--- config.mk ---
export PLATFORM = sky130hd
export DESIGN_NAME = rep_xfer_seq
export DESIGN_NICKNAME = d
export VERILOG_FILES = /design/src/rtl/rep_xfer_pkg.sv /design/src/rtl/rep_xfer_ctrl.sv /design/src/rtl/rep_xfer_dp.sv /design/src/rtl/rep_xfer_seq.sv
export SDC_FILE = /design/constraint.sdc
export NUM_CORES = 1
export LEC_CHECK = 0
export ABC_CLOCK_PERIOD_IN_PS = 6000
export CAP_MARGIN = 0
export CORE_AREA = 3 3 184 186
export CTS_CLUSTER_SIZE = 8
export DETAILED_ROUTE_END_ITERATION = 16
export DIE_AREA = 0 0 187 189
export PLACE_DENSITY_LB_ADDON = 0.05
export SLEW_MARGIN = 20
export SYNTH_ARGS = -nofsm -noshare
export SYNTH_HDL_FRONTEND = slang
export SYNTH_HIERARCHICAL = 1
export SYNTH_SLANG_ARGS = --single-unit
--- constraint.sdc ---
create_clock -name clk -period 6 [get_ports clk]
set_input_delay 0.6 -clock clk [delete_from_list [all_inputs] [get_ports clk]]
set_output_delay 0.6 -clock clk [all_outputs]
set_load 0.02 [all_outputs]
--- src/rtl/rep_xfer_pkg.sv ---
`timescale 1ns/1ps
package rep_xfer_pkg;

  typedef enum logic [2:0] {
    OP_MOVE  = 3'd0,
    OP_STORE = 3'd1,
    OP_LOAD  = 3'd2,
    OP_IN    = 3'd3,
    OP_OUT   = 3'd4
  } opKind_e;

  typedef struct packed {
    logic capture;   // latch operands
    logic stepElem;  // perform one element
    logic finish;    // chunk complete
  } ctrlStrobe_t;

  function automatic logic [1:0] sizeShift(input logic [1:0] sz);
    case (sz)
      2'd0:    return 2'd0;
      2'd1:    return 2'd1;
      default: return 2'd2;
    endcase
  endfunction

  function automatic logic [31:0] elemMask(input logic [1:0] sh);
    case (sh)
      2'd0:    return 32'h0000_00FF;
      2'd1:    return 32'h0000_FFFF;
      default: return 32'hFFFF_FFFF;
    endcase
  endfunction

  function automatic logic readsSrc(input opKind_e op);
    return (op == OP_MOVE) || (op == OP_LOAD) || (op == OP_OUT);
  endfunction

  function automatic logic writesDst(input opKind_e op);
    return (op == OP_MOVE) || (op == OP_STORE) || (op == OP_IN);
  endfunction

endpackage

--- src/rtl/rep_xfer_ctrl.sv ---
`timescale 1ns/1ps
module rep_xfer_ctrl
  import rep_xfer_pkg::*;
#(
  parameter int LIM_W = 13
) (
  input  logic             clk,
  input  logic             rstN,
  input  logic             start,
  input  logic             skipNow,
  input  logic [LIM_W-1:0] chunkBudget,
  input  logic             cntOne,
  output ctrlStrobe_t      strobe
);

  typedef enum logic [1:0] {S_IDLE, S_RUN, S_FIN} seqState_e;

  seqState_e        state;
  logic [LIM_W-1:0] budget;
  logic             lastElem;

  assign lastElem = (budget == LIM_W'(1)) || cntOne;

  always_ff @(posedge clk or negedge rstN) begin
    if (!rstN) begin
      state  <= S_IDLE;
      budget <= '0;
    end else begin
      case (state)
        S_IDLE: if (start) begin
          budget <= chunkBudget;
          state  <= skipNow ? S_FIN : S_RUN;
        end
        S_RUN: begin
          budget <= budget - LIM_W'(1);
          if (lastElem) state <= S_FIN;
        end
        default: state <= S_IDLE;
      endcase
    end
  end

  always_comb begin
    strobe          = '0;
    strobe.capture  = (state == S_IDLE) && start;
    strobe.stepElem = (state == S_RUN);
    strobe.finish   = (state == S_FIN);
  end


  done_pulse_chk: assert property (@(posedge clk) disable iff (!rstN)
    strobe.finish |=> !strobe.finish);


  busy_start_ignored_chk: assert property (@(posedge clk) disable iff (!rstN)
    (state == S_RUN && start && !lastElem) |=> (state == S_RUN));

endmodule

--- src/rtl/rep_xfer_dp.sv ---
`timescale 1ns/1ps
module rep_xfer_dp
  import rep_xfer_pkg::*;
#(
  parameter int CAP_EXTRA = 4096,
  parameter int PAGE_BITS = 12,
  parameter int LIM_W     = 13
) (
  input  logic             clk,
  input  logic             rstN,
  input  ctrlStrobe_t      strobe,
  input  logic [2:0]       opIn,
  input  logic [1:0]       sizeIn,
  input  logic             dirIn,
  input  logic             repIn,
  input  logic             wideIn,
  input  logic             pagingIn,
  input  logic [31:0]      countIn,
  input  logic [31:0]      srcIn,
  input  logic [31:0]      dstIn,
  input  logic [31:0]      accIn,
  input  logic [31:0]      memRdData,
  input  logic [31:0]      portRdData,
  output logic             skipNow,
  output logic [LIM_W-1:0] chunkBudget,
  output logic             cntOne,
  output logic             memRdEn,
  output logic [31:0]      memRdAddr,
  output logic             memWrEn,
  output logic [31:0]      memWrAddr,
  output logic [31:0]      memWrData,
  output logic [1:0]       memSize,
  output logic             portRdEn,
  output logic             portWrEn,
  output logic [31:0]      portWrData,
  output logic             restart,
  output logic [31:0]      srcOut,
  output logic [31:0]      dstOut,
  output logic [31:0]      countOut,
  output logic [31:0]      accOut,
  output logic [LIM_W-1:0] iterOut
);

  // operand registers
  opKind_e          opReg;
  logic [1:0]       shReg;
  logic             dirReg, repReg, wideReg;
  logic [31:0]      srcPtr, dstPtr, cntReg, accReg;
  logic [LIM_W-1:0] iterCnt;

  // ---------------- chunk budget from the start operands ----------------
  function automatic int unsigned pageRoom(input logic [31:0] a, input logic dn,
                                           input logic [1:0] sh);
    logic [PAGE_BITS-1:0] off;
    off = dn ? a[PAGE_BITS-1:0] : ~a[PAGE_BITS-1:0];
    return 32'(off) >> sh;
  endfunction

  opKind_e     opNow;
  logic [1:0]  shNow;
  logic [31:0] cntInEff;
  int unsigned srcRoom, dstRoom, extraAllowed;

  always_comb begin
    opNow        = opKind_e'(opIn);
    shNow        = sizeShift(sizeIn);
    cntInEff     = wideIn ? countIn : {16'h0, countIn[15:0]};
    srcRoom      = pageRoom(srcIn, dirIn, shNow);
    dstRoom      = pageRoom(dstIn, dirIn, shNow);
    extraAllowed = CAP_EXTRA;
    if (pagingIn) begin
      if (readsSrc(opNow) && srcRoom < extraAllowed)  extraAllowed = srcRoom;
      if (writesDst(opNow) && dstRoom < extraAllowed) extraAllowed = dstRoom;
    end
    chunkBudget = repIn ? LIM_W'(extraAllowed + 1) : LIM_W'(1);
    skipNow     = repIn && (cntInEff == 32'h0);
  end

  // ---------------- per-element arithmetic ----------------
  logic [31:0] stepVal, elemMaskNow, cntEff;

  function automatic logic [31:0] advance(input logic [31:0] p, input logic [31:0] d,
                                          input logic wide);
    return wide ? (p + d) : {p[31:16], p[15:0] + d[15:0]};
  endfunction

  always_comb begin
    elemMaskNow = elemMask(shReg);
    stepVal     = dirReg ? (32'h0 - (32'h1 << shReg)) : (32'h1 << shReg);
    cntEff      = wideReg ? cntReg : {16'h0, cntReg[15:0]};
    cntOne      = repReg && (cntEff == 32'h1);
  end

  always_ff @(posedge clk or negedge rstN) begin
    if (!rstN) begin
      opReg   <= OP_MOVE;
      shReg   <= '0;
      dirReg  <= 1'b0;
      repReg  <= 1'b0;
      wideReg <= 1'b0;
      srcPtr  <= '0;
      dstPtr  <= '0;
      cntReg  <= '0;
      accReg  <= '0;
      iterCnt <= '0;
    end else if (strobe.capture) begin
      opReg   <= opNow;
      shReg   <= shNow;
      dirReg  <= dirIn;
      repReg  <= repIn;
      wideReg <= wideIn;
      srcPtr  <= srcIn;
      dstPtr  <= dstIn;
      cntReg  <= countIn;
      accReg  <= accIn;
      iterCnt <= '0;
    end else if (strobe.stepElem) begin
      if (readsSrc(opReg))  srcPtr <= advance(srcPtr, stepVal, wideReg);
      if (writesDst(opReg)) dstPtr <= advance(dstPtr, stepVal, wideReg);
      if (repReg)           cntReg <= advance(cntReg, 32'hFFFF_FFFF, wideReg);
      if (opReg == OP_LOAD)
        accReg <= (accReg & ~elemMaskNow) | (memRdData & elemMaskNow);
      iterCnt <= iterCnt + LIM_W'(1);
    end
  end

  // ---------------- access interface ----------------
  always_comb begin
    memRdEn   = strobe.stepElem && readsSrc(opReg);
    memWrEn   = strobe.stepElem && writesDst(opReg);
    portRdEn  = strobe.stepElem && (opReg == OP_IN);
    portWrEn  = strobe.stepElem && (opReg == OP_OUT);
    memRdAddr = srcPtr;
    memWrAddr = dstPtr;
    memSize   = shReg;
    case (opReg)
      OP_MOVE:  memWrData = memRdData & elemMaskNow;
      OP_STORE: memWrData = accReg & elemMaskNow;
      OP_IN:    memWrData = portRdData & elemMaskNow;
      default:  memWrData = 32'h0;
    endcase
    portWrData = memRdData & elemMaskNow;
  end

  assign restart  = strobe.finish && repReg && (cntEff != 32'h0);
  assign srcOut   = srcPtr;
  assign dstOut   = dstPtr;
  assign countOut = cntReg;
  assign accOut   = accReg;
  assign iterOut  = iterCnt;


  norep_count_hold_chk: assert property (@(posedge clk) disable iff (!rstN)
    (strobe.stepElem && !repReg) |=> $stable(cntReg));


  src_unused_hold_chk: assert property (@(posedge clk) disable iff (!rstN)
    (strobe.stepElem && (opReg == OP_STORE || opReg == OP_IN)) |=> $stable(srcPtr));


  dst_unused_hold_chk: assert property (@(posedge clk) disable iff (!rstN)
    (strobe.stepElem && (opReg == OP_LOAD || opReg == OP_OUT)) |=> $stable(dstPtr));


  narrow_upper_hold_chk: assert property (@(posedge clk) disable iff (!rstN)
    (strobe.stepElem && !wideReg) |=>
      ($stable(srcPtr[31:16]) && $stable(dstPtr[31:16]) && $stable(cntReg[31:16])));


  iter_cap_chk: assert property (@(posedge clk) disable iff (!rstN)
    iterCnt <= LIM_W'(CAP_EXTRA + 1));

endmodule

--- src/rtl/rep_xfer_seq.sv ---
`timescale 1ns/1ps
module rep_xfer_seq
  import rep_xfer_pkg::*;
#(
  parameter int CAP_EXTRA = 4096,
  parameter int PAGE_BITS = 12,
  localparam int LIM_W    = $clog2(CAP_EXTRA + 2)
) (
  input  logic             clk,
  input  logic             rstN,
  input  logic             start,
  input  logic [2:0]       opSel,
  input  logic [1:0]       sizeSel,
  input  logic             dirDown,
  input  logic             repeatOn,
  input  logic             wideAddr,
  input  logic             pagingOn,
  input  logic [31:0]      countIn,
  input  logic [31:0]      srcIn,
  input  logic [31:0]      dstIn,
  input  logic [31:0]      accIn,
  output logic             memRdEn,
  output logic [31:0]      memRdAddr,
  input  logic [31:0]      memRdData,
  output logic             memWrEn,
  output logic [31:0]      memWrAddr,
  output logic [31:0]      memWrData,
  output logic [1:0]       memSize,
  output logic             portRdEn,
  input  logic [31:0]      portRdData,
  output logic             portWrEn,
  output logic [31:0]      portWrData,
  output logic             done,
  output logic             restart,
  output logic [31:0]      srcOut,
  output logic [31:0]      dstOut,
  output logic [31:0]      countOut,
  output logic [31:0]      accOut,
  output logic [LIM_W-1:0] iterOut
);

  ctrlStrobe_t      strobe;
  logic             skipNow, cntOne;
  logic [LIM_W-1:0] chunkBudget;

  rep_xfer_ctrl #(.LIM_W(LIM_W)) u_ctrl (
    .clk         (clk),
    .rstN        (rstN),
    .start       (start),
    .skipNow     (skipNow),
    .chunkBudget (chunkBudget),
    .cntOne      (cntOne),
    .strobe      (strobe)
  );

  rep_xfer_dp #(.CAP_EXTRA(CAP_EXTRA), .PAGE_BITS(PAGE_BITS), .LIM_W(LIM_W)) u_dp (
    .clk         (clk),
    .rstN        (rstN),
    .strobe      (strobe),
    .opIn        (opSel),
    .sizeIn      (sizeSel),
    .dirIn       (dirDown),
    .repIn       (repeatOn),
    .wideIn      (wideAddr),
    .pagingIn    (pagingOn),
    .countIn     (countIn),
    .srcIn       (srcIn),
    .dstIn       (dstIn),
    .accIn       (accIn),
    .memRdData   (memRdData),
    .portRdData  (portRdData),
    .skipNow     (skipNow),
    .chunkBudget (chunkBudget),
    .cntOne      (cntOne),
    .memRdEn     (memRdEn),
    .memRdAddr   (memRdAddr),
    .memWrEn     (memWrEn),
    .memWrAddr   (memWrAddr),
    .memWrData   (memWrData),
    .memSize     (memSize),
    .portRdEn    (portRdEn),
    .portWrEn    (portWrEn),
    .portWrData  (portWrData),
    .restart     (restart),
    .srcOut      (srcOut),
    .dstOut      (dstOut),
    .countOut    (countOut),
    .accOut      (accOut),
    .iterOut     (iterOut)
  );

  assign done = strobe.finish;


  restart_needs_rest_chk: assert property (@(posedge clk) disable iff (!rstN)
    (done && restart) |-> (countOut != 32'h0));

endmodule

==> out/summary.txt <==
clock buffer count from CTS -> 17
r2r startpoint -> u_dp/dirReg
most frequent standard cell in the layout excluding fill and tap cells -> sky130_fd_sc_hd__clkdlybuf4s50_1
Non-Filler Instances -> 2594
critical register-to-register path endpoint -> u_dp/memRdAddr[31]
aggregate global routing overflow -> 0
routed vias/inst -> 5.60
H-tree levels -> 4
Die Area -> 35300 sq um
fraction of registers with async set/reset -> 1.00
antenna violations before repair -> 2
HPWL after DPL -> 42.0 mm
remaining max-slew budget at the tightest pin -> 0.292
number of endpoints with negative hold slack in the final report -> 0
routability cong. -> 0.920
setup repair bufs after CTS -> 0
aggregate routed wire length -> 53.8 mm
count of state elements after synthesis -> 164
Hold WC Path Type -> input port to asynchronous set/reset pin
wire length of the first global-routing pass -> 82.2 mm
count of flip-flops with a built-in enable after synthesis -> 0
vias in the first global route -> 14000
antenna-violating nets left -> 0
worst clock skew -> 8.17 ps
clk sinks -> 164
max_cap viols -> 0
cell with the largest stage delay on the worst path -> sky130_fd_sc_hd__clkdlybuf4s50_1
total power per unit cell area -> 602 nW/um^2
ports placed on the boundary -> 481
core area -> 32500 sq um
layout overhead on the synthesized area -> 36.5%
area of all sequential standard cells -> 4110 sq um
clock transition at the registers of the reported paths -> 70 ps
slew at the pin closest to its max-slew limit -> 1060 ps
result of the run -> completed
CTS root buf -> sky130_fd_sc_hd__clkbuf_16
Avg Inst Size Synth -> 8.05 sq um
Clk Latency, worst-skew pair -> 440 ps
largest incremental delay on the critical path -> 450 ps
maximum vdd drop -> 0.370 mV
standard-cell row count -> 66
Post-Synthesis Net Count -> 2068
net count of the finished layout -> 2424
number of endpoints failing setup at the final stage -> 0
proportion of layout cells with a drive suffix above 1 -> 0.0465
yosys warns -> 6
clock tree from TritonCTS -> done
total iterations of the first detailed-routing run -> 5
post-route fraction of the period consumed by the critical path -> 0.845
RSZ-0062 raised after global routing -> no
endpoint type of the worst setup path -> flip-flop
number of instances in the placed design -> 2561
most frequent cells in the layout -> sky130_fd_sc_hd__clkdlybuf4s50_1, sky130_fd_sc_hd__nand2_1, sky130_fd_sc_hd__o21ai_0
overall track demand over capacity in global routing -> 0.292
cell type with the highest occurrence count on the critical path -> sky130_fd_sc_hd__nor2_1
Routed wire per std cell -> 20.7 microns
flip-flop cell with the highest count after synthesis -> sky130_fd_sc_hd__dfrtp_1
Cell Area, Synth -> 14300 sq um
chip height -> 189 microns
width of the die -> 187 microns
static leakage -> 0.00816 uW
detailed-route DRC error count -> 0
CTS-repair resized insts -> 0
worst-case register-to-register setup slack -> 1280 ps
largest net degree at the start of global routing -> 117
fmax -> 197 MHz
initial core utilization -> 0.442
starting DRC count in detailed routing -> 996
delay-heaviest family, CP -> compound AO/OA/AOI/OAI gates
unique cell type count in the Yosys netlist -> 80
total count of max-transition violations in the final report -> 0
number of fill cells -> 2976
Crit Path Max Fanout -> 23
hold bufs inserted after CTS -> 0
min cycle time layout -> 5070 ps
Crit path arrival time -> 5420 ps
startpoint type of the worst setup path -> input port
required time worst endpoint -> 6340 ps
routed vias -> 14500
Worst R2R Path Depth -> 16
number of buffers between clock root and the deepest sink -> 2
beginning of the critical path -> sizeSel[0]
total area of multi-input combinational cells -> 9140 sq um
part of the Yosys area used for sequential elements -> 0.286
Port-buffer cells -> 480
setup TNS after final layout -> 0 ps
start-to-end type of the worst setup path -> input port to flip-flop
sum of buffers and inverters on the critical path -> 4
synthesized netlist cell count -> 1782
worst max path at each step:
stage                        end  slack, ps  cells after the start
2_1_floorplan    u_dp/dstOut[25]        900                     18
3_3_place_gp   u_ctrl/budget[12]        660                     25
6_report       u_ctrl/budget[12]        930                     25
3_5_place_dp   u_ctrl/budget[12]        510                     25
5_1_grt        u_ctrl/budget[12]        510                     26
4_1_cts        u_ctrl/budget[12]       1000                     25
cells by family (layout without fill, tap and decap cells):
family,after synthesis,after routing,share of synthesized area
other cells,0,1,0
buf+inv,221,590,0.0786
compound gates,472,472,0.196
mux,134,134,0.0949
flops,164,164,0.286
fa+ha+maj,82,82,0.0725
simple gates,596,596,0.203
xor+xnor,113,113,0.0690
cells in the mapped netlist (all sizes together), types with 25 or more instances:
cell | instances | area [sq um]
a21o | 42 | 315
a21oi | 112 | 561
and2 | 27 | 169
buf | 95 | 654
clkbuf | 68 | 255
dfrtp | 164 | 4100
ha | 80 | 1000
inv | 55 | 206
mux2i | 118 | 1180
nand2 | 256 | 963
nor2 | 106 | 398
nor3 | 33 | 176
o21ai | 207 | 1040
xnor2 | 88 | 771
xor2 | 25 | 219
power by group:
group          internal [uW]  leakage, uW  switching [uW]
sequential              1630      0.00203             739
combinational           3690      0.00583            4580
clock                    666     0.000293             490
total                   5980      0.00816            5810
per-layer routing:
metal	share of wire	vias to the layer above	routed length, microns	GRT usage
met5	0.00024	-	13	0
met4	0.022	2	1170	0.0808
met3	0.056	53	3000	0.0496
met2	0.48	504	25700	0.495
met1	0.44	7012	23900	0.388
li1	-	6957	-	-
through the flow:
step                      setup slack [ps]  hold WS [ps]  cell area (sq um)  utilization  power, uW
after floorplan                        896           304              14300            -       7720
after global placement                 664           511              19000        0.585      10500
after detailed placement               515           521              19000        0.585      10600
after CTS                              997           295              19600        0.603      11800
after global routing                   508           317              19600        0.603      12600
final                                  927           258              19600        0.603      11800
cell type report:
cell class	instances	area share
Tap cell	442	0.0282
Clock buffer	19	0.0226
Antenna cell	1	0.000128
Timing Repair Buffer	500	0.253
Multi-Input combinational cell	1397	0.467
Clock inverter	13	0.00799
Sequential cell	164	0.210
Inverter	58	0.0115
Power figures use the tool's default switching activity.
